--- src/rtl/spi_prog_pkg.sv ---
package spi_prog_pkg;
  typedef enum logic [1:0] {RES_OK = 2'b00, RES_TIMEOUT = 2'b01, RES_WEL_ERR = 2'b10} result_t;
  typedef enum logic [1:0] {FR_WREN, FR_EN4B, FR_PROG, FR_RDSR} frame_t;
  localparam logic [7:0] OP_WREN = 8'h06;
  localparam logic [7:0] OP_PROG = 8'h02;
  localparam logic [7:0] OP_RDSR = 8'h05;
  localparam logic [7:0] OP_EN4B = 8'hB7;
endpackage

--- src/rtl/spi_byte_shifter.sv ---
module spi_byte_shifter #(
  parameter int CLK_DIV = 4
) (
  input  logic       clk,
  input  logic       rst,
  input  logic       go,
  input  logic [7:0] tx_byte,
  input  logic       miso,
  output logic       sclk,
  output logic       mosi,
  output logic       active,
  output logic       byte_done,
  output logic [7:0] rx_byte
);
  localparam int CW = (CLK_DIV > 1) ? $clog2(CLK_DIV) : 1;

  logic [CW-1:0] div_cnt;
  logic [2:0]    bit_idx;
  logic [7:0]    sh;
  logic          tick;

  assign tick = (div_cnt == CW'(CLK_DIV - 1));

  always_ff @(posedge clk) begin
    if (rst) begin
      div_cnt   <= '0;
      bit_idx   <= '0;
      sh        <= '0;
      sclk      <= 1'b0;
      mosi      <= 1'b0;
      active    <= 1'b0;
      byte_done <= 1'b0;
      rx_byte   <= '0;
    end else begin
      byte_done <= 1'b0;
      if (go && !active) begin
        active  <= 1'b1;
        sh      <= tx_byte;
        mosi    <= tx_byte[7];
        div_cnt <= '0;
        bit_idx <= '0;
        sclk    <= 1'b0;
      end else if (active) begin
        if (tick) begin
          div_cnt <= '0;
          if (!sclk) begin
            sclk    <= 1'b1;
            rx_byte <= {rx_byte[6:0], miso};
          end else begin
            sclk <= 1'b0;
            if (bit_idx == 3'd7) begin
              active    <= 1'b0;
              byte_done <= 1'b1;
            end else begin
              bit_idx <= bit_idx + 3'd1;
              sh      <= {sh[6:0], 1'b0};
              mosi    <= sh[6];
            end
          end
        end else begin
          div_cnt <= div_cnt + CW'(1);
        end
      end
    end
  end

  AST_GO_WHEN_IDLE: assert property (@(posedge clk) disable iff (rst) go |-> !active);
  AST_DONE_ENDS_BYTE: assert property (@(posedge clk) disable iff (rst) byte_done |-> !active && !sclk);
endmodule

--- src/rtl/spi_poll_timer.sv ---
module spi_poll_timer #(
  parameter int LIMIT = 1000
) (
  input  logic clk,
  input  logic rst,
  input  logic clear,
  output logic expired
);
  localparam int TW = $clog2(LIMIT + 1);

  logic [TW-1:0] cnt;

  assign expired = (cnt == TW'(LIMIT));

  always_ff @(posedge clk) begin
    if (rst || clear) cnt <= '0;
    else if (!expired) cnt <= cnt + TW'(1);
  end

  AST_EXPIRY_STICKS: assert property (@(posedge clk) disable iff (rst) (expired && !clear) |=> expired);
endmodule

--- src/rtl/spi_prog_ctrl.sv ---
module spi_prog_ctrl
  import spi_prog_pkg::*;
#(
  parameter bit ADDR4   = 1'b0,
  parameter int GAP_CYC = 8
) (
  input  logic        clk,
  input  logic        rst,
  input  logic        start,
  input  logic [31:0] addr,
  input  logic [31:0] wdata,
  input  logic [1:0]  dlen,
  output logic        busy,
  output logic        done,
  output logic [1:0]  result,
  output logic        cs_n,
  output logic        go,
  output logic [7:0]  tx_byte,
  input  logic        byte_done,
  input  logic        byte_active,
  input  logic [7:0]  rx_byte,
  output logic        tmr_clear,
  input  logic        tmr_expired
);
  localparam int AB = ADDR4 ? 4 : 3;
  localparam int GW = $clog2(GAP_CYC + 1);

  typedef enum logic [2:0] {ST_IDLE, ST_GAP, ST_LAUNCH, ST_XFER, ST_NEXT} state_t;

  state_t        state;
  frame_t        frame;
  logic          init_ph;
  logic [3:0]    idx;
  logic [3:0]    len;
  logic [31:0]   addr_q;
  logic [31:0]   data_q;
  logic [1:0]    dlen_q;
  logic [7:0]    status_q;
  logic [GW-1:0] gap_cnt;
  logic [7:0]    tx_next;

  always_comb begin
    tx_next = 8'h00;
    unique case (frame)
      FR_WREN: tx_next = OP_WREN;
      FR_EN4B: tx_next = OP_EN4B;
      FR_RDSR: tx_next = (idx == 4'd0) ? OP_RDSR : 8'h00;
      FR_PROG: begin
        if (idx == 4'd0)            tx_next = OP_PROG;
        else if (int'(idx) <= AB)   tx_next = 8'(addr_q >> (8 * (AB - int'(idx))));
        else                        tx_next = 8'(data_q >> (8 * (int'(idx) - 1 - AB)));
      end
      default: tx_next = 8'h00;
    endcase
  end

  assign tmr_clear = (state == ST_NEXT) && (frame == FR_PROG);

  always_ff @(posedge clk) begin
    if (rst) begin
      state    <= ADDR4 ? ST_GAP : ST_IDLE;
      frame    <= FR_WREN;
      init_ph  <= ADDR4;
      busy     <= ADDR4;
      done     <= 1'b0;
      result   <= RES_OK;
      cs_n     <= 1'b1;
      go       <= 1'b0;
      tx_byte  <= '0;
      idx      <= '0;
      len      <= 4'd1;
      addr_q   <= '0;
      data_q   <= '0;
      dlen_q   <= '0;
      status_q <= '0;
      gap_cnt  <= '0;
    end else begin
      done <= 1'b0;
      go   <= 1'b0;
      unique case (state)
        ST_IDLE: begin
          if (start) begin
            addr_q  <= addr;
            data_q  <= wdata;
            dlen_q  <= dlen;
            frame   <= FR_WREN;
            len     <= 4'd1;
            idx     <= '0;
            gap_cnt <= '0;
            busy    <= 1'b1;
            state   <= ST_GAP;
          end
        end
        ST_GAP: begin
          if (gap_cnt == GW'(GAP_CYC - 1)) begin
            cs_n  <= 1'b0;
            state <= ST_LAUNCH;
          end else begin
            gap_cnt <= gap_cnt + GW'(1);
          end
        end
        ST_LAUNCH: begin
          go      <= 1'b1;
          tx_byte <= tx_next;
          state   <= ST_XFER;
        end
        ST_XFER: begin
          if (byte_done) begin
            if (idx == len - 4'd1) begin
              cs_n     <= 1'b1;
              status_q <= rx_byte;
              state    <= ST_NEXT;
            end else begin
              idx   <= idx + 4'd1;
              state <= ST_LAUNCH;
            end
          end
        end
        ST_NEXT: begin
          idx     <= '0;
          gap_cnt <= '0;
          state   <= ST_GAP;
          unique case (frame)
            FR_WREN: begin
              if (init_ph) begin
                frame <= FR_EN4B;
                len   <= 4'd1;
              end else begin
                frame <= FR_PROG;
                len   <= 4'(2 + AB + int'(dlen_q));
              end
            end
            FR_EN4B: begin
              init_ph <= 1'b0;
              busy    <= 1'b0;
              state   <= ST_IDLE;
            end
            FR_PROG: begin
              frame <= FR_RDSR;
              len   <= 4'd2;
            end
            default: begin
              if (!status_q[0]) begin
                done   <= 1'b1;
                busy   <= 1'b0;
                result <= status_q[1] ? RES_WEL_ERR : RES_OK;
                state  <= ST_IDLE;
              end else if (tmr_expired) begin
                done   <= 1'b1;
                busy   <= 1'b0;
                result <= RES_TIMEOUT;
                state  <= ST_IDLE;
              end
            end
          endcase
        end
        default: state <= ST_IDLE;
      endcase
    end
  end

  // cycles with chip select high, for the gap property
  logic [GW-1:0] hi_cnt;
  always_ff @(posedge clk) begin
    if (rst || !cs_n) hi_cnt <= '0;
    else if (hi_cnt != GW'(GAP_CYC)) hi_cnt <= hi_cnt + GW'(1);
  end

  AST_CS_WHOLE_BYTES: assert property (@(posedge clk) disable iff (rst) $rose(cs_n) |-> !byte_active);
  AST_CS_GAP_MIN: assert property (@(posedge clk) disable iff (rst) $fell(cs_n) |-> (int'($past(hi_cnt)) + 1 >= GAP_CYC));
  AST_DONE_ONE_CYCLE: assert property (@(posedge clk) disable iff (rst) done |=> !done);
  AST_DONE_NOT_BUSY: assert property (@(posedge clk) disable iff (rst) done |-> !busy);
  AST_RESULT_ON_DONE: assert property (@(posedge clk) disable iff (rst) !$stable(result) |-> done);
  AST_START_IGNORED: assert property (@(posedge clk) disable iff (rst) (busy && start) |=> $stable(addr_q));
endmodule

--- src/rtl/spi_nor_prog_seq.sv ---
module spi_nor_prog_seq #(
  parameter int CLK_DIV      = 4,
  parameter int CS_GAP_TICKS = 2,
  parameter int PROG_MAX_CYC = 1000000,
  parameter int TO_SCALE_X10 = 30,
  parameter bit ADDR4        = 1'b0
) (
  input  logic        clk,
  input  logic        rst,
  input  logic        start,
  input  logic [31:0] addr,
  input  logic [31:0] wdata,
  input  logic [1:0]  dlen,
  output logic        busy,
  output logic        done,
  output logic [1:0]  result,
  output logic        spi_cs_n,
  output logic        spi_sclk,
  output logic        spi_mosi,
  input  logic        spi_miso
);
  localparam int GAP_CYC = CS_GAP_TICKS * CLK_DIV;
  localparam int TO_CYC  = (PROG_MAX_CYC * TO_SCALE_X10) / 10;

  logic       go, byte_done, byte_active, tmr_clear, tmr_expired;
  logic [7:0] tx_byte, rx_byte;

  spi_prog_ctrl #(.ADDR4(ADDR4), .GAP_CYC(GAP_CYC)) u_ctrl (
    .clk(clk), .rst(rst), .start(start), .addr(addr), .wdata(wdata), .dlen(dlen),
    .busy(busy), .done(done), .result(result), .cs_n(spi_cs_n),
    .go(go), .tx_byte(tx_byte), .byte_done(byte_done), .byte_active(byte_active),
    .rx_byte(rx_byte), .tmr_clear(tmr_clear), .tmr_expired(tmr_expired)
  );

  spi_byte_shifter #(.CLK_DIV(CLK_DIV)) u_shift (
    .clk(clk), .rst(rst), .go(go), .tx_byte(tx_byte), .miso(spi_miso),
    .sclk(spi_sclk), .mosi(spi_mosi), .active(byte_active),
    .byte_done(byte_done), .rx_byte(rx_byte)
  );

  spi_poll_timer #(.LIMIT(TO_CYC)) u_timer (
    .clk(clk), .rst(rst), .clear(tmr_clear), .expired(tmr_expired)
  );

  AST_SCLK_ONLY_IN_FRAME: assert property (@(posedge clk) disable iff (rst) spi_cs_n |-> !spi_sclk);
endmodule

--- config.mk ---
export PLATFORM = sky130hd
export DESIGN_NAME = spi_nor_prog_seq
export DESIGN_NICKNAME = d
export VERILOG_FILES = /design/src/rtl/spi_prog_pkg.sv /design/src/rtl/spi_byte_shifter.sv /design/src/rtl/spi_poll_timer.sv /design/src/rtl/spi_prog_ctrl.sv /design/src/rtl/spi_nor_prog_seq.sv
export SDC_FILE = /design/constraint.sdc
export NUM_CORES = 1
export LEC_CHECK = 0
export BUFFER_PORTS_ARGS = -buffer_cell sky130_fd_sc_hd__buf_2
export CAP_MARGIN = 20
export CORE_MARGIN = 10
export CORE_UTILIZATION = 50
export DETAILED_ROUTE_END_ITERATION = 10
export GPL_TIMING_DRIVEN = 0
export PLACE_DENSITY = 0.83
export SETUP_SLACK_MARGIN = 0.15
export SLEW_MARGIN = 10
export SYNTH_ARGS = -nofsm -noshare
export SYNTH_HDL_FRONTEND = slang
export SYNTH_SLANG_ARGS = --single-unit
--- constraint.sdc ---
create_clock -name clk -period 3.65 [get_ports clk]
set_clock_uncertainty 0.15 [all_clocks]
set_input_delay 0.73 -clock clk [delete_from_list [all_inputs] [get_ports clk]]
set_output_delay 0.73 -clock clk [all_outputs]
set_load 0.01 [all_outputs]
# Word level (Yosys, flattened, before mapping)
# Index checks and enable logic that the tools add are counted.
# op_classes
add_sub_neg	10
bitwise	7
n_lt_le_gt_ge	1
n_reduce_logical	32
mux	57
eq_ne	23
shift	2
# op_table
operator	n
$shr 32x32->8	2
$mux 7	5
$pmux 8 s4	1
$sub 29x3->29 const B	1
$pmux 4 s3	2
$reduce_and 4->1	6
$mux 1	23
$add 22x1->22 const B	1
$eq 22x22->1 const B	1
$mux 4	5
$mux 8	2
$pmux 4 s2	2
$mux 3	5
$pmux 3 s5	1
$reduce_and 3->1	5
$mux 2	5
$ne 2x2->1 const B	5
$reduce_bool 2->1	5
$reduce_or 5->1	2
$add 4x1->4 const B	2
$ne 2x1->1 const B	4
$pmux 2 s2	2
$not 1->1	7
$eq 2x2->1 const B	3
27 further kinds	35
# totals
input_bits	70
output_inout_bits	7
wordCells	156
ff_bits	139

# Logic depth before layout (Yosys ltp)
# Gate-level depths: netlist of the first run.
# logic_depth
word_depth	6
depth_mapped	15
mapped_depth_nobuf	11

# Hierarchy
# From an unflattened synthesis of the first run, not the netlist that was laid out.
# hier_totals
cells_unflattened	782
hier_area_um2	6746.5
# by_module_without_submodules
module	area_each_um2	seq_area_each_um2	n_inst	cells_per_inst
spi_prog_ctrl	4589.4	1981.9	1	547
spi_poll_timer	1087.3	440.4	1	128
spi_byte_shifter	1069.8	480.5	1	107

# Worst setup path after synthesis of the first run
# Ideal clock, no wire load.
# synth_path
path_type	register to register
start	reg u_ctrl.idx[0]
end	reg u_ctrl.tx_byte[4]
n_path_buf	3
path_stages_with_launch	14
setup_slack_ns	-0.144
required_ns	3.430
arrival_ns	3.575
synth_period_minus_slack_ns	3.794
setup_time_ns	0.070
path_cell_list	dfxtp_1 -> buf_6 -> buf_2 -> clkbuf_1 -> inv_1 -> ha_1 -> or3b_1 -> o31ai_1 -> o21ai_0 -> ha_1 -> nor4bb_1 -> nand4_1 -> or4b_1 -> a21oi_1
# synth_via
elab_chain_cells	6
elab_cells_between_ends	10
cone_classes	add/sub (3); order compare (1); shift (2); mux (3); reduce/logical (1)
# synth_lines
element	line	rtl
start, declared	spi_prog_ctrl.sv:33	logic [3:0] idx;
start signal, assigned	spi_prog_ctrl.sv:114	idx <= idx + 4'd1;
$sub 4x1->5	spi_prog_ctrl.sv:51	else tx_next = 8'(data_q >> (8 * (int'(idx) - 1 - AB)));
$sub 29x3->29	spi_prog_ctrl.sv:51	
$shr 32x32->8	spi_prog_ctrl.sv:51	
$mux 8	spi_prog_ctrl.sv:50	else if (int'(idx) <= AB) tx_next = 8'(addr_q >> (8 * (AB - int'(idx))));
$mux 8 (*)	spi_prog_ctrl.sv:49	if (idx == 4'd0) tx_next = OP_PROG;
$pmux 8 s4 (*)	spi_prog_ctrl.sv:44	unique case (frame)
end signal, assigned	spi_prog_ctrl.sv:104	tx_byte <= tx_next;
end, declared	spi_prog_ctrl.sv:18	output logic [7:0] tx_byte,
# Every way passes the cells marked *; elsewhere a longest branch is shown, timed or not.
# A chain may end at the register's enable or synchronous reset.

# Worst setup path in the final report of the first run
# Same ends and word-level chain as after synthesis.

==> results of run 1 <==
==> final cells by class <==
| class | count | area, sq um | area share, % |
|---|---|---|---|
| flip-flops and latches | 139 | 2780 | 35.1 |
| repair buffers | 86 | 455 | 5.73 |
| plain buffers | 50 | 260 | 3.28 |
| inverters | 17 | 67.6 | 0.851 |
| clock inverters | 15 | 170 | 2.14 |
| well taps | 172 | 215 | 2.71 |
| clock buffers | 17 | 425 | 5.36 |
| multi-input cells | 571 | 3560 | 44.9 |
==> kinds of logic (layout without fill, tap and decap cells) <==
| group | Yosys count | in the layout | share of synthesized area (%) |
|---|---|---|---|
| AND/OR/NAND/NOR | 340 | 340 | 24.4 |
| adder cells (fa/ha/maj) | 16 | 16 | 3.06 |
| flip-flops | 139 | 139 | 42.5 |
| AO/OA/AOI/OAI | 155 | 155 | 14.1 |
| XOR/XNOR | 29 | 29 | 4.09 |
| multiplexers | 31 | 31 | 7.61 |
| buffers and inverters | 68 | 185 | 4.15 |
==> what timing repair did <==
action	in CTS	in global routing
resized for setup	25	4
pin swaps	7	9
gates cloned	0	0
buffers inserted	8	2
setup endpoints to repair	8	7
endpoints found under the hold margin	0	0
==> cell usage after synthesis (3+ instances only) <==
cell type / instances / area [sq um]
sky130_fd_sc_hd__clkbuf_1: 35 / 131
sky130_fd_sc_hd__o221ai_1: 3 / 26.3
sky130_fd_sc_hd__nor2_1: 63 / 236
sky130_fd_sc_hd__or4b_1: 3 / 30.0
sky130_fd_sc_hd__buf_1: 8 / 30.0
sky130_fd_sc_hd__a21oi_1: 89 / 445
sky130_fd_sc_hd__nor4_1: 5 / 31.3
sky130_fd_sc_hd__nor3b_1: 4 / 30.0
sky130_fd_sc_hd__or3b_1: 4 / 35.0
sky130_fd_sc_hd__or2_2: 3 / 18.8
sky130_fd_sc_hd__nand2b_1: 7 / 43.8
sky130_fd_sc_hd__o21ai_0: 18 / 90.1
sky130_fd_sc_hd__nor3_1: 23 / 115
sky130_fd_sc_hd__nand3_1: 19 / 95.1
sky130_fd_sc_hd__dfxtp_1: 139 / 2780
sky130_fd_sc_hd__o31ai_1: 4 / 30.0
sky130_fd_sc_hd__or3_1: 7 / 43.8
sky130_fd_sc_hd__mux4_2: 15 / 338
sky130_fd_sc_hd__a211oi_1: 9 / 67.6
sky130_fd_sc_hd__buf_2: 7 / 35.0
sky130_fd_sc_hd__inv_1: 17 / 63.8
sky130_fd_sc_hd__nand3b_1: 4 / 30.0
sky130_fd_sc_hd__nand4_1: 8 / 50.1
sky130_fd_sc_hd__nor2b_1: 10 / 62.6
sky130_fd_sc_hd__nor4bb_1: 3 / 30.0
sky130_fd_sc_hd__xor2_1: 11 / 96.3
sky130_fd_sc_hd__xnor2_1: 17 / 149
sky130_fd_sc_hd__a21o_1: 5 / 37.5
sky130_fd_sc_hd__mux2i_1: 16 / 160
sky130_fd_sc_hd__nand2_1: 161 / 604
sky130_fd_sc_hd__a31oi_1: 3 / 18.8
sky130_fd_sc_hd__ha_1: 16 / 200
==> layer usage <==
metal	GRT usage, %	up-vias
li1	-	2924
met1	23.1	2796
met2	32.3	242
met3	5.86	49
met4	8.83	0
met5	0	-
==> power by group through the flow <==
stage                     registers [W]  logic (W)  clock network [W]
after floorplan                 0.00169   0.000294                  0
after global placement          0.00170   0.000424                  0
after detailed placement        0.00170   0.000435                  0
after CTS                       0.00167   0.000441            0.00175
after global routing            0.00168   0.000502            0.00181
final                           0.00167   0.000451            0.00174
==> state kept, by name (all words and copies together), names as in the netlist, 3 cells and up <==
signal	count
u_ctrl.addr_q	32
u_ctrl.data_q	32
u_ctrl.gap_cnt	4
u_ctrl.idx	4
u_ctrl.len	4
u_ctrl.state	3
u_ctrl.tx_byte	8
u_shift.bit_idx	3
u_shift.sh	7
u_timer.cnt	22
==> layout by cell type, fill, tap and decap left out, drive strengths merged, types with 5 or more instances in the layout <==
master / instances
a211oi: 10
clkbuf: 51
mux2i: 16
nor3b: 5
nor3: 23
o21ai: 20
buf: 102
nand2: 161
or3: 7
nor2: 63
nand4: 9
nor2b: 10
xor2: 11
nand3: 19
nand2b: 7
a21oi: 89
ha: 16
inv: 26
a21o: 5
xnor2: 17
dfxtp: 139
mux4: 15
nor4: 5
==> metrics by stage <==
stage / util [%] / hold slack, ns / std cells / worst slack, ns
2_1_floorplan: - / 0.283 / 778 / 0.197
3_3_place_gp: 56.3 / 0.290 / 1026 / -0.384
3_5_place_dp: 56.3 / 0.296 / 1026 / -0.501
4_1_cts: 62.2 / 0.305 / 1065 / 0.111
5_1_grt: 62.4 / 0.321 / 1067 / -0.109
6_report: 62.4 / 0.305 / 1067 / 0.0599
==> path summary, 6_finish.rpt <==
check,to,startpoint,slack [ns],depth (start not counted)
worst max-delay path,u_ctrl.tx_byte[4]$_SDFFE_PP0P_,u_ctrl.idx[0]$_SDFFE_PP0P_,0.06,13
worst max register to register,u_ctrl.tx_byte[4]$_SDFFE_PP0P_,u_ctrl.idx[0]$_SDFFE_PP0P_,0.06,13
worst min register to register,u_ctrl.addr_q[23]$_SDFFE_PP0P_,u_ctrl.addr_q[23]$_SDFFE_PP0P_,0.30,2
worst min-delay path,u_ctrl.addr_q[23]$_SDFFE_PP0P_,u_ctrl.addr_q[23]$_SDFFE_PP0P_,0.30,2
==> worst register-to-register path, cell delays in order (launching register included) <==
cell,delay (ns)
sky130_fd_sc_hd__dfxtp_2,0.33
sky130_fd_sc_hd__buf_6,0.12
sky130_fd_sc_hd__buf_12,0.10
sky130_fd_sc_hd__clkbuf_16,0.12
sky130_fd_sc_hd__clkinvlp_4,0.10
sky130_fd_sc_hd__ha_4,0.30
sky130_fd_sc_hd__or3b_4,0.40
sky130_fd_sc_hd__o31ai_4,0.20
sky130_fd_sc_hd__o21ai_1,0.11
sky130_fd_sc_hd__ha_1,0.32
sky130_fd_sc_hd__nor4bb_2,0.28
sky130_fd_sc_hd__nand4_1,0.22
sky130_fd_sc_hd__or4b_4,0.63
sky130_fd_sc_hd__a21oi_2,0.15
==> Implementation_results.wiki, run 1 <==
{| class="wikitable"
! Metric !! Value
|-
| Result of the run || complete, no violations
|-
| Part of the power in registers || 43.3%
|-
| Tcrit/Tclk final || 98.4%
|-
| P_int || 0.00276 W
|-
| Mean instance size in the synthesized netlist || 8.41 sq um
|-
| Synthesized flop and latch total || 139
|-
| Switching share of power || 28.6%
|-
| Clock slew at the register clock pins of the worst setup and hold paths || 0.06 ns
|-
| Crit path DAT || 3.80 ns
|-
| Number of clock sinks || 139
|-
| Classification of the worst-slack hold path || reg -> reg
|-
| Clock insertion delay at the later pin of the skew report || 0.43 ns
|-
| First-pass GRT wire length || 28,900 microns
|-
| Detailed placement HPWL || 12,400 microns
|-
| Vertical die dimension || 134 microns
|-
| Shortest period the worst path allows || 3.59 ns
|-
| Total of fill cells in the finished design || 1,106
|-
| Area of all placed cells without fillers || 0.00794 sq mm
|-
| Maximum single-stage delay on the critical path || 0.63 ns
|-
| Kind of critical path || reg -> reg
|-
| Combinational group share of total power || 11.7%
|-
| Yosys warns || 0
|-
| Routed Wire Length || 17,800 microns
|-
| Weighted congestion reported at the end of routability-driven placement || 0.885
|-
| Slew margin rel. || 45.3%
|-
| Number of antenna diodes || 0
|-
| Total via count in the routed design || 6,011
|-
| Routed via count divided by cell count || 5.63
|-
| Buf/Inv on CP || 4
|-
| Antenna violations before repair || 0
|-
| Wire length per cell || 16.7 microns
|-
| Remaining number of nets flagged by the antenna check after routing || 0
|-
| Ports || 77
|-
| Final hold violation count || 0
|-
| Width of the chip || 134 microns
|-
| Port buffer count || 76
|-
| TNS Setup || 0 ns
|-
| Primary FF master, synth || sky130_fd_sc_hd__dfxtp_1
|-
| Final slew viol count || 0
|-
| Yosys cell types || 63
|-
| Cts bufs inserted || 17
|-
| Clock tree from TritonCTS || built
|-
| Effective utilization at floorplan || 51.5%
|-
| Seq/Total Area, Yosys || 42.5%
|-
| Largest net degree at the start of global routing || 17
|-
| Detailed-routed wire length on met3 || 1340 microns
|-
| Top layer reached by signal wires || met4
|-
| Core ar. || 0.0127 sq mm
|-
| # Max-Cap Violations || 0
|-
| Count of mapped cells out of synthesis || 778
|-
| Unrepaired setup endpoints after global routing || yes
|-
| Via count of the first global-routing pass || 5,965
|-
| Net count after synthesis || 864
|-
| Master of the slowest instance on the critical path || sky130_fd_sc_hd__or4b_4
|-
| Part of the total power dissipated in the clock network || 45.0%
|-
| DR pass1 iterations || 7
|-
| Area growth from synthesis to layout || 21.3%
|-
| Drt first-iter violations || 380
|-
| Met1 WL || 7430 microns
|-
| Overall routing resource usage || 19.6%
|-
| Max frequency || 279 MHz
|-
| Synth async-reset ratio || 0%
|-
| Final #Nets || 968
|-
| Crit-path cells || buf_6 > buf_12 > clkbuf_16 > clkinvlp_4 > ha_4 > or3b_4 > o31ai_4 > o21ai_1 > ha_1 > nor4bb_2 > nand4_1 > or4b_4 > a21oi_2
|-
| Metal2 WL || 8490 microns
|-
| Grt total ovfl || 0
|-
| Pin slew with the least headroom to its limit || 0.816 ns
|-
| Maximum clock path buffer count || 2
|-
| Critical Path Start Type || flop
|-
| Number of enable flip-flop cells after synthesis || 0
|-
| Leakage dissipation || 3.07 nW
|-
| Count of hold buffers inserted by post-cts repair || 0
|-
| Cell Rows || 41
|-
| Data required time of the worst path || 3.86 ns
|-
| Largest vdd supply drop || 0.341 mV
|-
| Number of remaining DRC errors || 0
|-
| PD cells || 487 mW/mm^2
|-
| Power, Total || 0.00387 W
|-
| Share of post-route cells with drive strength above 1 || 18.5%
|-
| CP Max Fanout || 4
|-
| Cell area after placement || 0.00717 sq mm
|-
| Cell Area, Synth || 0.00655 sq mm
|-
| Clock Tree Root || sky130_fd_sc_hd__clkbuf_16
|-
| Endpoint type of the worst setup path || flop
|-
| H-tree depth reported by CTS || 4
|-
| Critical path's top delay family || simple AND/OR/NAND/NOR gates
|-
| Sw power || 0.00111 W
|-
| Die Footprint || 0.0181 sq mm
|-
| Final setup violation count || 0
|}
No activity file was read; power rests on OpenSTA's default activity.
==> run 2: changes to the inputs <==
CORE_UTILIZATION = 45   (was 50)
PLACE_DENSITY = 0.77   (was 0.83)
SKIP_LAST_GASP = 1   (was default)
==> run 2 against run 1 <==
Against the previous run: clock-buffer cell count unchanged; global-route usage decreased by 1.9 points; flip-flop and latch count unchanged; final cell count increased by 1.0%.
==> Implementation_results.wiki, run 2 (same netlist as run 1, synthesis figures left out) <==
{| class="wikitable"
! Metric !! Value
|-
| Result of the run || complete, no violations
|-
| Vertical die dimension || 141 microns (+4.6%)
|-
| Number of clock sinks || 139 (unchanged)
|-
| Cts bufs inserted || 17 (unchanged)
|-
| Worst hold margin || 0.304 ns (-0.000713 ns)
|-
| Slew margin rel. || 56.5% (+11 points)
|-
| Final hold violation count || 0 (unchanged)
|-
| Worst R2R Setup Slack || 0.08 ns (+0.02 ns)
|-
| Maximum single-stage delay on the critical path || 0.61 ns (-0.02 ns)
|-
| Number of antenna diodes || 0 (unchanged)
|-
| Max frequency || 280 MHz (+0.61%)
|-
| Clock slew at the register clock pins of the worst setup and hold paths || 0.07 ns (about the same)
|-
| Detailed-routed wire length on met3 || 1190 microns (-11%)
|-
| Master of the slowest instance on the critical path || sky130_fd_sc_hd__or4b_4
|-
| Routed Wire Length || 17,400 microns (-1.9%)
|-
| Leakage dissipation || 3.05 nW (-0.60%)
|-
| Beginning of the worst register-to-register path || u_ctrl.idx[1]$_SDFFE_PP0P_
|-
| Setup WS pre-CTS || -0.508 ns (-0.00750 ns)
|-
| Final critical-path setup slack || 0.0817 ns (+0.0218 ns)
|-
| Antenna violations before repair || 0 (unchanged)
|-
| Routed via count divided by cell count || 5.47 (-3.0%)
|-
| Die Footprint || 0.0198 sq mm (+9.4%)
|-
| Crit-path cells || buf_6 > buf_8 > inv_1 > ha_4 > or3b_4 > o31ai_4 > o21ai_1 > ha_1 > nor4bb_1 > nand4_1 > or4b_4 > a21oi_2
|-
| CP Max Fanout || 10 (+6)
|-
| Drt first-iter violations || 423 (+11%)
|-
| Registers with the most flip-flops || u_ctrl.addr_q: 32 flops, u_ctrl.data_q: 32 flops, u_timer.cnt: 22 flops
|-
| Worst r2r dst || u_ctrl.tx_byte[4]$_SDFFE_PP0P_
|-
| Area growth from synthesis to layout || 20.9%
|-
| Pin slew with the least headroom to its limit || 0.652 ns (-0.163 ns)
|-
| Clock tree from TritonCTS || built
|-
| Total of fill cells in the finished design || 1,297 (+17%)
|-
| Final slew viol count || 0 (unchanged)
|-
| H-tree depth reported by CTS || 4 (unchanged)
|-
| Hold EP || u_ctrl.addr_q[6]$_SDFFE_PP0P_
|-
| Effective utilization at floorplan || 45.6% (-5.9 points)
|-
| Post-layout utilization of the core || 55.1% (-7.3 points)
|-
| Metal2 WL || 7950 microns (-6.3%)
|-
| Cell Count Post-Placement || 1,038 (+1.2%)
|-
| Largest net degree at the start of global routing || 17 (unchanged)
|-
| Clock Tree Root || sky130_fd_sc_hd__clkbuf_16
|-
| Endpoint type of the worst setup path || flop
|-
| Final #Nets || 967 (-0.10%)
|-
| DR pass1 iterations || 5 (-2)
|-
| Weighted congestion reported at the end of routability-driven placement || 0.872 (-1.5%)
|-
| Met1 WL || 7710 microns (+3.7%)
|-
| Clock insertion delay at the later pin of the skew report || 0.43 ns (about the same)
|-
| Overall routing resource usage || 17.7% (-1.9 points)
|-
| Port buffer count || 76 (unchanged)
|-
| Startpoint of the worst setup timing path || u_ctrl.idx[1]$_SDFFE_PP0P_
|-
| Core ar. || 0.0144 sq mm (+13%)
|-
| Crit path DAT || 3.78 ns (-0.02 ns)
|-
| Critical Path Start Type || flop
|-
| Total via count in the routed design || 5,893 (-2.0%)
|-
| # Max-Cap Violations || 0 (unchanged)
|-
| Maximum clock path buffer count || 2 (unchanged)
|-
| Most used cells in the layout excluding fill and tap cells || sky130_fd_sc_hd__nand2_1, sky130_fd_sc_hd__dfxtp_1, sky130_fd_sc_hd__a21oi_1
|-
| Remaining number of nets flagged by the antenna check after routing || 0 (unchanged)
|-
| Post-Layout Cell Count || 1,078 (+1.0%)
|-
| Unrepaired setup endpoints after global routing || yes
|-
| Classification of the worst-slack hold path || reg -> reg
|-
| Data required time of the worst path || 3.86 ns (about the same)
|-
| Width of the chip || 141 microns (+4.6%)
|-
| Largest vdd supply drop || 0.362 mV (+6.0%)
|-
| TNS Setup || 0 ns (unchanged)
|-
| Hold path start || u_ctrl.addr_q[6]$_SDFFE_PP0P_
|-
| Detailed placement HPWL || 12,300 microns (-0.89%)
|-
| Grt total ovfl || 0 (unchanged)
|-
| Cell Rows || 44 (+7.3%)
|-
| Count of cells along the worst hold path || 2 (unchanged)
|-
| Kind of critical path || reg -> reg
|-
| Leading cell type in the layout, fill and taps excluded || sky130_fd_sc_hd__nand2_1
|-
| First-pass GRT wire length || 28,800 microns (-0.26%)
|-
| Wire length per cell || 16.2 microns (-2.9%)
|-
| Cells on worst reg2reg path || 12 (-1)
|-
| Share of post-route cells with drive strength above 1 || 18.1% (-0.43 points)
|-
| Ports || 77 (unchanged)
|-
| Via count of the first global-routing pass || 5,860 (-1.8%)
|-
| Tcrit/Tclk final || 97.8% (-0.60 points)
|-
| PD cells || 483 mW/mm^2 (-0.71%)
|-
| Top layer reached by signal wires || met4
|-
| Shortest period the worst path allows || 3.57 ns (-0.0218 ns)
|-
| Count of hold buffers inserted by post-cts repair || 0 (unchanged)
|-
| Number of remaining DRC errors || 0 (unchanged)
|-
| Final setup violation count || 0 (unchanged)
|}
-- run 2: through the flow --
step | total power [W] | cell area [sq um]
final | 0.00383 | 7920
after global routing | 0.00397 | 7920
after CTS | 0.00384 | 7890
after detailed placement | 0.00214 | 7180
after global placement | 0.00213 | 7180
after floorplan | 0.00198 | 6570
-- run 2: repair_timing --
| item | in CTS | in global routing |
|---|---|---|
| gates resized for setup | 22 | 4 |
| pin swaps | 9 | 10 |
| setup endpoints to repair | 8 | 8 |
| buffers inserted | 6 | 3 |
-- run 2: how the worst max path moves through the flow --
stage                                      to  slack (ns)  cells past startpoint
4_1_cts        u_ctrl.tx_byte[7]$_SDFFE_PP0P_        0.07                     13
2_1_floorplan  u_ctrl.tx_byte[4]$_SDFFE_PP0P_        0.20                     12
3_3_place_gp   u_ctrl.tx_byte[5]$_SDFFE_PP0P_       -0.44                     12
3_5_place_dp   u_ctrl.tx_byte[7]$_SDFFE_PP0P_       -0.51                     12
6_report       u_ctrl.tx_byte[4]$_SDFFE_PP0P_        0.08                     12
5_1_grt        u_ctrl.tx_byte[4]$_SDFFE_PP0P_       -0.06                     12
-- run 2: report_power, final --
part           leakage (nW)  switching, W  internal (W)  total [W]
Sequential             1.13     0.0000571       0.00162    0.00167
Combinational          1.63      0.000277      0.000164   0.000442
Clock                 0.283      0.000748      0.000964    0.00171
-- run 2: per-layer routing --
layer / GRT usage [%] / vias up
met5: 0 / -
met2: 28.3 / 212
met3: 5.04 / 39
li1: - / 2911
met1: 21.6 / 2731
met4: 8.32 / 0
-- run 2: critical path: cells and delay by family (launching register included) --
family | cells | cell delay (ns)
buf+inv | 3 | 0.44
simple gates | 4 | 1.51
fa+ha+maj | 2 | 0.62
compound gates | 3 | 0.44
flops | 1 | 0.37
-- run 2: final cells by class --
cell class / instances / area, sq um / area share, %
Sequential cell: 139 / 2780 / 35.2
Tap cell: 184 / 230 / 2.91
Clock buffer: 17 / 425 / 5.37
Multi-Input combinational cell: 571 / 3550 / 44.8
Inverter: 17 / 67.6 / 0.853
Clock inverter: 15 / 153 / 1.93
Buffer: 50 / 260 / 3.29
Timing Repair Buffer: 85 / 448 / 5.66
